File: config.mk
export PLATFORM = sky130hd
export DESIGN_NAME = ddr_rst_seq
export DESIGN_NICKNAME = d
export VERILOG_FILES = /design/src/rtl/ddr_rst_pkg.sv /design/src/rtl/rst_gap_timer.sv /design/src/rtl/rst_seq_fsm.sv /design/src/rtl/rst_out_map.sv /design/src/rtl/ddr_rst_seq.sv
export SDC_FILE = /design/constraint.sdc
export NUM_CORES = 1
export LEC_CHECK = 0
export BUFFER_PORTS_ARGS = -buffer_cell sky130_fd_sc_hd__buf_2
export CORE_MARGIN = 3
export CORE_UTILIZATION = 56
export DETAILED_ROUTE_END_ITERATION = 12
export PLACE_DENSITY = 0.77
export SYNTH_ARGS = -nofsm -noshare
export SYNTH_HDL_FRONTEND = slang
export SYNTH_SLANG_ARGS = --single-unit
File: constraint.sdc
create_clock -name clk_i -period 2.7 [get_ports clk_i]
set_input_delay 0.27 -clock clk_i [delete_from_list [all_inputs] [get_ports clk_i]]
set_output_delay 0.27 -clock clk_i [all_outputs]
set_load 0.02 [all_outputs]
File: src/rtl/ddr_rst_pkg.sv
package ddr_rst_pkg;
  typedef enum logic [2:0] {
    ST_IDLE,
    ST_ALL_RST,
    ST_PHY_FREE,
    ST_PHY_LOW,
    ST_ANA_FREE,
    ST_FIN,
    ST_DONE
  } seq_state_e;
endpackage

File: src/rtl/rst_gap_timer.sv
module rst_gap_timer #(
  parameter int CNT_W = 8
) (
  input  logic             clk_i,
  input  logic             rst_ni,
  input  logic             clr_i,
  input  logic [CNT_W-1:0] limit_i,
  output logic             expire_o
);
  logic [CNT_W-1:0] cnt_q;

  assign expire_o = (cnt_q == limit_i - CNT_W'(1));

  always_ff @(posedge clk_i or negedge rst_ni) begin
    if (!rst_ni)        cnt_q <= '0;
    else if (clr_i)     cnt_q <= '0;
    else if (!expire_o) cnt_q <= cnt_q + CNT_W'(1);
  end
endmodule

File: src/rtl/rst_seq_fsm.sv
module rst_seq_fsm
  import ddr_rst_pkg::*;
#(
  parameter int SHORT_CYC = 100,
  parameter int LONG_CYC  = 500,
  parameter int CNT_W     = 9
) (
  input  logic             clk_i,
  input  logic             rst_ni,
  input  logic             start_i,
  input  logic             expire_i,
  output seq_state_e       state_o,
  output logic             clr_o,
  output logic [CNT_W-1:0] limit_o
);
  seq_state_e state_q, state_d;

  always_comb begin
    state_d = state_q;
    unique case (state_q)
      ST_IDLE, ST_DONE: if (start_i)  state_d = ST_ALL_RST;
      ST_ALL_RST:       if (expire_i) state_d = ST_PHY_FREE;
      ST_PHY_FREE:      if (expire_i) state_d = ST_PHY_LOW;
      ST_PHY_LOW:       if (expire_i) state_d = ST_ANA_FREE;
      ST_ANA_FREE:      if (expire_i) state_d = ST_FIN;
      ST_FIN:                         state_d = ST_DONE;
      default:                        state_d = ST_IDLE;
    endcase
  end

  // long gaps follow each release that must lead its partner
  always_comb begin
    if (state_q == ST_PHY_FREE || state_q == ST_ANA_FREE) limit_o = CNT_W'(LONG_CYC);
    else                                                  limit_o = CNT_W'(SHORT_CYC);
  end

  assign clr_o   = (state_d != state_q);
  assign state_o = state_q;

  always_ff @(posedge clk_i or negedge rst_ni) begin
    if (!rst_ni) state_q <= ST_IDLE;
    else         state_q <= state_d;
  end
endmodule

File: src/rtl/rst_out_map.sv
module rst_out_map
  import ddr_rst_pkg::*;
#(
  parameter int CTL_BITS = 2,
  parameter int PHY_BITS = 2
) (
  input  seq_state_e                   state_i,
  output logic [CTL_BITS+PHY_BITS-1:0] soft_rst_o,
  output logic                         ana_rst_no,
  output logic                         dig_rst_no,
  output logic                         busy_o,
  output logic                         done_o
);
  logic ctl_on, phy_on;

  assign ctl_on = (state_i == ST_IDLE) || (state_i == ST_ALL_RST) || (state_i == ST_PHY_FREE);
  assign phy_on = (state_i == ST_IDLE) || (state_i == ST_ALL_RST);

  for (genvar g = 0; g < PHY_BITS; g++) begin : g_phy
    assign soft_rst_o[g] = phy_on;
  end
  for (genvar g = 0; g < CTL_BITS; g++) begin : g_ctl
    assign soft_rst_o[PHY_BITS+g] = ctl_on;
  end

  assign ana_rst_no = (state_i == ST_ANA_FREE) || (state_i == ST_FIN) || (state_i == ST_DONE);
  assign dig_rst_no = (state_i == ST_FIN) || (state_i == ST_DONE);
  assign busy_o     = (state_i != ST_IDLE) && (state_i != ST_DONE);
  assign done_o     = (state_i == ST_DONE);
endmodule

File: src/rtl/ddr_rst_seq.sv
module ddr_rst_seq
  import ddr_rst_pkg::*;
#(
  parameter int SHORT_CYC = 100,
  parameter int LONG_CYC  = 500,
  parameter int CTL_BITS  = 2,
  parameter int PHY_BITS  = 2
) (
  input  logic                         clk_i,
  input  logic                         rst_ni,
  input  logic                         start_i,
  output logic [CTL_BITS+PHY_BITS-1:0] soft_rst_o,
  output logic                         phy_ana_rst_no,
  output logic                         phy_dig_rst_no,
  output logic                         busy_o,
  output logic                         done_o
);
  localparam int MAX_CYC = (LONG_CYC > SHORT_CYC) ? LONG_CYC : SHORT_CYC;
  localparam int CNT_W   = $clog2(MAX_CYC + 1);

  seq_state_e       state;
  logic             clr, expire;
  logic [CNT_W-1:0] limit;

  rst_seq_fsm #(
    .SHORT_CYC(SHORT_CYC),
    .LONG_CYC (LONG_CYC),
    .CNT_W    (CNT_W)
  ) u_fsm (
    .clk_i   (clk_i),
    .rst_ni  (rst_ni),
    .start_i (start_i),
    .expire_i(expire),
    .state_o (state),
    .clr_o   (clr),
    .limit_o (limit)
  );

  rst_gap_timer #(.CNT_W(CNT_W)) u_timer (
    .clk_i   (clk_i),
    .rst_ni  (rst_ni),
    .clr_i   (clr),
    .limit_i (limit),
    .expire_o(expire)
  );

  rst_out_map #(
    .CTL_BITS(CTL_BITS),
    .PHY_BITS(PHY_BITS)
  ) u_map (
    .state_i   (state),
    .soft_rst_o(soft_rst_o),
    .ana_rst_no(phy_ana_rst_no),
    .dig_rst_no(phy_dig_rst_no),
    .busy_o    (busy_o),
    .done_o    (done_o)
  );
endmodule

# == After elaboration in Yosys (flattened, before gate mapping) ==
# Index checks and enable logic that the tools add are counted.
# totals
ff_bits,12
latch_bits,0
ram_bits,0
mem_bits_ro,0
inputBits,3
output_inout_bits,8
word_cells,33
memories,0
# classes
n_addsub,2
n_mul,0
n_div,0
n_lt_le_gt_ge,0
eq_ne,10
n_shift,0
n_mux,9
bitwise_logic,0
n_reduce_logical,10
# op_table
operator,count
9-bit 2-to-1 mux,3
3-bit one-hot mux with 6 select lines,1
3-bit 2-to-1 mux,5
9-bit by 1-bit adder with 9-bit output (second input constant),1
3-bit == test (second input constant),3
9-bit == test,1
9-bit by 1-bit subtractor with 9-bit output (second input constant),1
3-bit by 2-bit == test with 1-bit output (second input constant),2
1-bit logical OR,6
3-bit by 1-bit == test with 1-bit output (second input constant),1
3-bit logical NOT,1
3-bit != test,1
3-bit != test (second input constant),1
3-bit nonzero test,1
2-bit != test (second input constant),1
2-bit OR reduction,1
1-bit logical AND,1

# == Logic depth before layout (Yosys ltp) ==
# Gate-level depths: netlist of the first run.
# depth
word_depth,9
depth_mapped,9
mapped_depth_nobuf,8

# == Hierarchy ==
# From an unflattened synthesis of the first run, not the netlist that was laid out.
# hier_totals
cells_unflattened,156
hier_area_um2,1256.2
# modules_own_cells
mod,instances,cells_per_inst,area_per_inst_um2,seq_area_each_um2
rst_gap_timer,1,105,875.8,225.2
rst_seq_fsm,1,38,297.8,75.1
rst_out_map,1,13,82.6,0.0

# == Worst setup path before layout of the first run ==
# No wires, ideal clock.
# synth_timing
kind,register -> register
start,register u_timer.cnt_q[0]
end,register u_timer.cnt_q[0]
setup_time_ps,129
arrival_ps,2009
t_required_ps,2571
slack_ps,562
stages_incl_launch_ff,8
path_buffers,0
period_less_slack_ps,2138
path_cell_list,dfrtp_1 > ha_1 > nand2_1 > or4b_1 > a21oi_4 > a31o_4 > mux2i_4 > nor2_1
# synth_between
elab_chain_cells,5
elab_cells_between_ends,11
cone_classes,add/sub (1); eq/ne (3); mux (7)
# synth_rtl
element,line_no,source
from (decl),rst_gap_timer.sv:10,logic [CNT_W-1:0] cnt_q;
from (signal assigned),rst_gap_timer.sv:17,else if (!expire_o) cnt_q <= cnt_q + CNT_W'(1);
9-bit == test,rst_gap_timer.sv:12,assign expire_o = (cnt_q == limit_i - CNT_W'(1));
"3-bit 2-to-1 mux, on equally long branches",--,
3-bit one-hot mux with 6 select lines,rst_seq_fsm.sv:20,unique case (state_q)
3-bit != test,rst_seq_fsm.sv:37,assign clr_o = (state_d != state_q);
2-bit != test (no line) / 9-bit 2-to-1 mux (equally long branches),--,
# Parallel ways exist; a longest one is shown, timed or not. The select of a mux whose other input is x is not followed.
# A chain may end at the register's enable or synchronous reset.

# == Worst setup path in the final report of the first run ==
# layout_timing
start,register u_timer.cnt_q[0]
end,register u_timer.cnt_q[2]
# Same word-level chain as after synthesis.

==> impl_metrics.json, run 1 <==
{
  "end_kind": "flip-flop",
  "grt_max_degree": 15,
  "post-route-min-period_ns": 2.37,
  "crit_type": "flip-flop to flip-flop",
  "worst-path-max-fanout": 10,
  "core_area_sq_um": 1580,
  "fmax_mhz": 421,
  "finalWorstSetupSlack_ns": 0.326,
  "wl_per_cell_um": 13.4,
  "syn-instance-count": 116,
  "routed_wl_mm": 1.93,
  "nNetsFinal": 136,
  "antenna_found_initial": 0,
  "grtUsageTotal_pct": 18.6,
  "yosysTopAreaCell": "dfrtp_1",
  "synth_area_leaders": "dfrtp_1 (31%), nand2_1 (6.6%), nor2_1 (5.8%)",
  "clock-sinks": 12,
  "hpwl_mm": 1.40,
  "ys_seq_elements": 12,
  "cts-root-buf": "clkbuf_4",
  "netlist_area_sq_um": 972,
  "worst_pin_slew_ns": 0.353,
  "grt_pass1_wl_mm": 2.94,
  "drtIter0Drc": 21,
  "worstSkewPairLatency_ns": 0.28,
  "io_buffers": 10,
  "grt_pass1_vias": 635,
  "crit_arrival_ns": 2.52,
  "synthToLayoutAreaGrowth_pct": 10.6,
  "netlist-cell-type-count": 38,
  "rows": 14,
  "gp_congestion": 0.804,
  "yosysSeqAreaShare_pct": 30.9,
  "ir_drop_v": 0.000621,
  "ys.flop_type": "dfrtp_1",
  "yosys_warnings": 0,
  "die_w_um": 47.7,
  "finalSetupTns_ns": 0,
  "cts_made_buffers": 3,
  "min_path_type": "primary input to async pin",
  "min_period_over_period_pct": 87.9,
  "io_pins": 11,
  "drv_cap": 0,
  "relSlewSlack_pct": 76.5,
  "num_antenna_cells": 0,
  "first_pass_iters": 4,
  "die_h_um": 47.7,
  "route.detailed.drc": 0,
  "cts_max_level": 1,
  "fin_skew_ns": 0.00819,
  "holdBufCountCts": 1,
  "grt_overflow": 0,
  "slew_viol_final": 0,
  "clk_pin_slew_ns": 0.08,
  "setup_viol": 0,
  "required_ns": 2.85,
  "synth-edff-count": 0,
  "drive_gt1_share_pct": 20.3,
  "cts_resized": 0,
  "synthArstFlopShare_pct": 100,
  "num_vias": 852,
  "p_leak_nw": 0.499,
  "drt-vias-per-instance": 5.92,
  "rsz0062_at_grt": "false",
  "outcome": "completed",
  "syn-num-nets": 123,
  "power.density_nw_per_um2": 676,
  "finalHoldViolations": 0,
  "ant_nets": 0,
  "clock_path_buffers": 2,
  "pre_cts_ws_ns": 0.358,
  "tritoncts": "done",
  "cts_setup_buffers": 0,
  "die-area_sq_um": 2270,
  "synth_area_per_cell_sq_um": 8.38,
  "synth.top_cell.area_share_pct": 30.9,
  "critPathLaunchType": "flip-flop",
  "start_util_pct": 61.7
}
final cells by class:
cell class                      instances  area, sq um
Multi-Input combinational cell         92          606
Fill cell                             129          502
Sequential cell                        12          300
Timing Repair Buffer                   16         97.6
Clock buffer                            4         36.3
Tap cell                               16         20.0
Inverter                                4         15.0
cells in the mapped netlist (all sizes together) (4+ instances only):
master / n
nand2: 17
nor2: 15
dfrtp: 12
o21ai: 8
buf: 7
nand3: 6
xnor2: 5
a21oi: 4
ha: 4
inv: 4
xor2: 4
worst max-delay path, stage by stage (launching register included):
cell and delay, ns:
dfrtp_1 0.40, ha_1 0.22, nand2_1 0.09, or4b_1 0.56, a21oi_4 0.31, a31o_4 0.23
mux2i_4 0.35, nor2_1 0.11
registers in the layout, indices dropped and copies added (netlist names):
name and flops:
u_timer.cnt_q 9, u_fsm.state_o 3
where the power goes:
part | total, W | internal, W | switching [W]
Combinational | 0.000323 | 0.000144 | 0.000179
Clock | 0.000142 | 0.0000820 | 0.0000596
Sequential | 0.000262 | 0.000217 | 0.0000450
Total | 0.000727 | 0.000444 | 0.000283
per-stage QoR:
| stage | hold slack, ns | instance area [sq um] | power [W] | utilization (%) | cells |
|---|---|---|---|---|---|
| finish | 0.382 | 1070 | 0.000727 | 68.2 | 144 |
| global route | 0.395 | 1070 | 0.000780 | 68.2 | 144 |
| CTS | 0.391 | 1070 | 0.000730 | 68.2 | 144 |
| detailed placement | 0.157 | 1030 | 0.000584 | 65.2 | 139 |
| global placement | 0.153 | 1030 | 0.000576 | 65.2 | 139 |
| floorplan | -0.0256 | 972 | 0.000513 | - | 116 |
layout by cell type, fill, tap and decap left out, types with 2 or more instances in the layout:
cell type,n
inv_1,3
o21a_1,2
nand3_1,6
buf_2,10
and3_1,3
o21ai_1,2
a21oi_1,3
nor2_1,15
nand2b_1,3
nand2_1,17
clkbuf_4,3
xnor2_1,5
buf_4,5
xor2_1,4
o21ai_0,6
ha_1,4
dfrtp_1,12
a21o_1,3
metal layers:
layer / GRT usage (%) / up-vias / part of all wire (%)
li1: - / 419 / -
met3: 5.64 / 2 / 5.4
met4: 4.84 / 0 / 0.41
met5: 0 / - / 0
met2: 26.5 / 26 / 45
met1: 27.5 / 405 / 49
final timing paths:
kind | startpoint | to | slack [ns] | cells after the start
setup / recovery | u_timer.cnt_q[0]$_DFFE_PN0P_ | u_timer.cnt_q[2]$_DFFE_PN0P_ | 0.33 | 7
hold / removal | rst_ni | u_fsm.state_o[1]$_DFF_PN0_ | 0.38 | 2
setup reg to reg | u_timer.cnt_q[0]$_DFFE_PN0P_ | u_timer.cnt_q[2]$_DFFE_PN0P_ | 0.33 | 7
hold reg to reg | u_timer.cnt_q[8]$_DFFE_PN0P_ | u_timer.cnt_q[8]$_DFFE_PN0P_ | 0.59 | 3
max in group asynchronous | rst_ni | u_fsm.state_o[2]$_DFF_PN0_ | 2.10 | 2
min in group clk_i | start_i | u_fsm.state_o[2]$_DFF_PN0_ | 0.46 | 4
cell families after synthesis:
group | synth area share [%]
fa+ha+maj | 5.15
xor+xnor | 8.11
compound gates | 19.7
buf+inv | 6.82
simple gates | 25.9
flops | 30.9
mux | 3.47
(Power assumes the default switching activity.)
==> run 2, diff against run 1 <==
--- a/config.mk
+++ b/config.mk
@@ -5,6 +5,7 @@
 export SDC_FILE = /design/constraint.sdc
 export NUM_CORES = 1
 export LEC_CHECK = 0
+export ABC_AREA = 1
 export BUFFER_PORTS_ARGS = -buffer_cell sky130_fd_sc_hd__buf_2
 export CORE_MARGIN = 3
 export CORE_UTILIZATION = 56
==> impl_metrics.json, run 2 <==
{
  "largest_reg_flops": 9,
  "route.detailed.drc": 0,
  "start_util_pct": 61.0,
  "outcome": "completed",
  "synth.top_cell.area_share_pct": 31.6,
  "grt_pass1_wl_mm": 2.79,
  "required_ns": 2.87,
  "power.density_nw_per_um2": 315,
  "cts_max_level": 1,
  "clk_pin_slew_ns": 0.07,
  "cts-root-buf": "clkbuf_4",
  "setup_viol": 0,
  "yosysSeqAreaShare_pct": 31.6,
  "cts_setup_buffers": 0,
  "cts_made_buffers": 3,
  "die_w_um": 47.2,
  "regMostFlops": "u_timer.cnt_q",
  "io_pins": 11,
  "worstSkewPairLatency_ns": 0.27,
  "clock_path_buffers": 2,
  "num_antenna_cells": 0,
  "worst-path-max-fanout": 9,
  "gp_congestion": 0.807,
  "tritoncts": "done",
  "num_vias": 767,
  "layout_commonest_cell": "nand2_1",
  "critPathLaunchType": "flip-flop",
  "fin_skew_ns": 0.000706,
  "min_path_type": "primary input to async pin",
  "cts_resized": 0,
  "drive_gt1_share_pct": 34.8,
  "wl_per_cell_um": 10.7,
  "switching_power_w": 0.0000633,
  "drv_cap": 0,
  "totalPowerFinal_w": 0.000327,
  "crit_arrival_ns": 2.02,
  "crit_type": "flip-flop to flip-flop",
  "syn-num-nets": 131,
  "core_area_sq_um": 1560,
  "relSlewSlack_pct": 79.6,
  "min_period_over_period_pct": 68.6,
  "slew_viol_final": 0,
  "synthToLayoutAreaGrowth_pct": 9.08,
  "hpwl_mm": 1.28,
  "grtUsageTotal_pct": 17.8,
  "worst_pin_slew_ns": 0.304,
  "synth_area_per_cell_sq_um": 7.67,
  "syn-instance-count": 124,
  "p_comb_share_pct": 1.9,
  "grt_pass1_vias": 655,
  "p_clk_share_pct": 43.2,
  "first_pass_iters": 4,
  "postLayoutCoreUtil_pct": 66.5,
  "yosys_warnings": 0,
  "synthTopCellsByCount": "nand2_1 (27), inv_1 (16), dfrtp_1 (12)",
  "antenna_found_initial": 0,
  "finalSetupTns_ns": 0,
  "ir_drop_v": 0.000323,
  "clock-sinks": 12,
  "netlist_area_sq_um": 951,
  "p_leak_nw": 0.549,
  "nNetsFinal": 143,
  "netlist-cell-type-count": 23,
  "fmax_mhz": 540,
  "ys_seq_elements": 12,
  "seqPwrFrac_pct": 54.9,
  "register_area_sq_um": 300,
  "p_int_w": 0.000264,
  "ant_nets": 0,
  "startpoint": "u_fsm.state_o[2]$_DFF_PN0_",
  "routed_wl_mm": 1.61,
  "grt_max_degree": 13,
  "drt-vias-per-instance": 5.08,
  "synth-edff-count": 0,
  "yosysTopAreaCell": "dfrtp_1",
  "synth_most_common_cell": "nand2_1",
  "sw_frac_of_total_pct": 19.4,
  "finalHoldViolations": 0,
  "nFillCells": 132,
  "die-area_sq_um": 2230,
  "timing.rr.start": "u_fsm.state_o[2]$_DFF_PN0_",
  "die_h_um": 47.2,
  "synth_area_leaders": "dfrtp_1 (32%), nand2_1 (11%), nor2_2 (7.2%)",
  "multi_input_area_sq_um": 549,
  "ys.flop_type": "dfrtp_1",
  "rows": 14,
  "grt_overflow": 0,
  "final_cell_mix": "nand2_1 (27), inv_1 (16), dfrtp_1 (12), nor2_2 (11), buf_2 (10)",
  "holdBufCountCts": 1,
  "post-route-min-period_ns": 1.85,
  "end_kind": "flip-flop",
  "synthArstFlopShare_pct": 100,
  "rsz0062_at_grt": "false",
  "io_buffers": 10,
  "drtIter0Drc": 11
}
-- run 2: cell count changes in the layout (fill, tap and decap cells not counted), moves of 7 or more --
cell | before | now
nand2_2 | 0 | 7
nor2_1 | 15 | 8
nand2_1 | 17 | 27
nor2_2 | 0 | 11
inv_1 | 3 | 16
-- run 2: area by class of cell --
class / count / area share (%)
Clock buffer: 4 / 3.50
Inverter: 19 / 6.88
Multi-Input combinational cell: 89 / 53.0
Sequential cell: 12 / 29.0
Tap cell: 16 / 1.93
Timing Repair Buffer: 11 / 5.79
-- run 2: logic make-up (layout without fill, tap and decap cells) --
logic type | Yosys count | count (layout) | synth area share [%]
AND/OR/NAND/NOR | 74 | 74 | 43.9
buffers and inverters | 23 | 34 | 10.7
flip-flops | 12 | 12 | 31.6
AO/OA/AOI/OAI | 6 | 6 | 3.95
XOR/XNOR | 5 | 5 | 4.61
adder cells (fa/ha/maj) | 4 | 4 | 5.26
-- run 2: path summary, 6_finish.rpt --
kind | end | depth (start not counted) | slack (ns)
worst max-delay path | u_timer.cnt_q[1]$_DFFE_PN0P_ | 14 | 0.85
worst max register to register | u_timer.cnt_q[1]$_DFFE_PN0P_ | 14 | 0.85
worst min-delay path | u_timer.cnt_q[2]$_DFFE_PN0P_ | 2 | 0.40
min in group clk_i | u_fsm.state_o[2]$_DFF_PN0_ | 6 | 0.46
max in group asynchronous | u_fsm.state_o[0]$_DFF_PN0_ | 2 | 2.09
worst min register to register | u_timer.cnt_q[2]$_DFFE_PN0P_ | 3 | 0.58
-- run 2: through the flow --
stage	area [sq um]	cells	setup slack, ns	hold WS [ns]
floorplan	951	124	0.928	-0.0256
finish	1040	151	0.848	0.403
CTS	1040	151	0.852	0.405
global placement	991	146	0.930	0.158
global route	1040	151	0.683	0.422
detailed placement	991	146	0.876	0.161
-- run 2: layer usage --
metal | wire length, um | up-vias | GRT usage (%)
met5 | 0 | - | 0
li1 | - | 406 | -
met3 | 84 | 2 | 5.75
met4 | 20 | 0 | 6.63
met1 | 795 | 343 | 25.8
met2 | 710 | 16 | 24.4
-- run 2: worst max-delay path, stage by stage (launching register included) --
cell and delay [ns]:
dfrtp_1 0.44, inv_2 0.17, nand3_2 0.14, nand2_1 0.12, nand2_2 0.07, nand2_4 0.07
nand3_4 0.11, nand2_1 0.09, nand2_1 0.06, nand2_2 0.07, nand2_1 0.06, nand2_1 0.07
nand2_2 0.06, nand2_4 0.16, nor2_2 0.05
-- run 2: power by group through the flow --
stage               sequential [W]  combinational [W]  clock [W]
floorplan                 0.000183        0.000000563          0
global placement          0.000183         0.00000536          0
detailed placement        0.000183         0.00000548          0
CTS                       0.000180         0.00000660   0.000144
global route              0.000180         0.00000716   0.000151
finish                    0.000180         0.00000624   0.000141
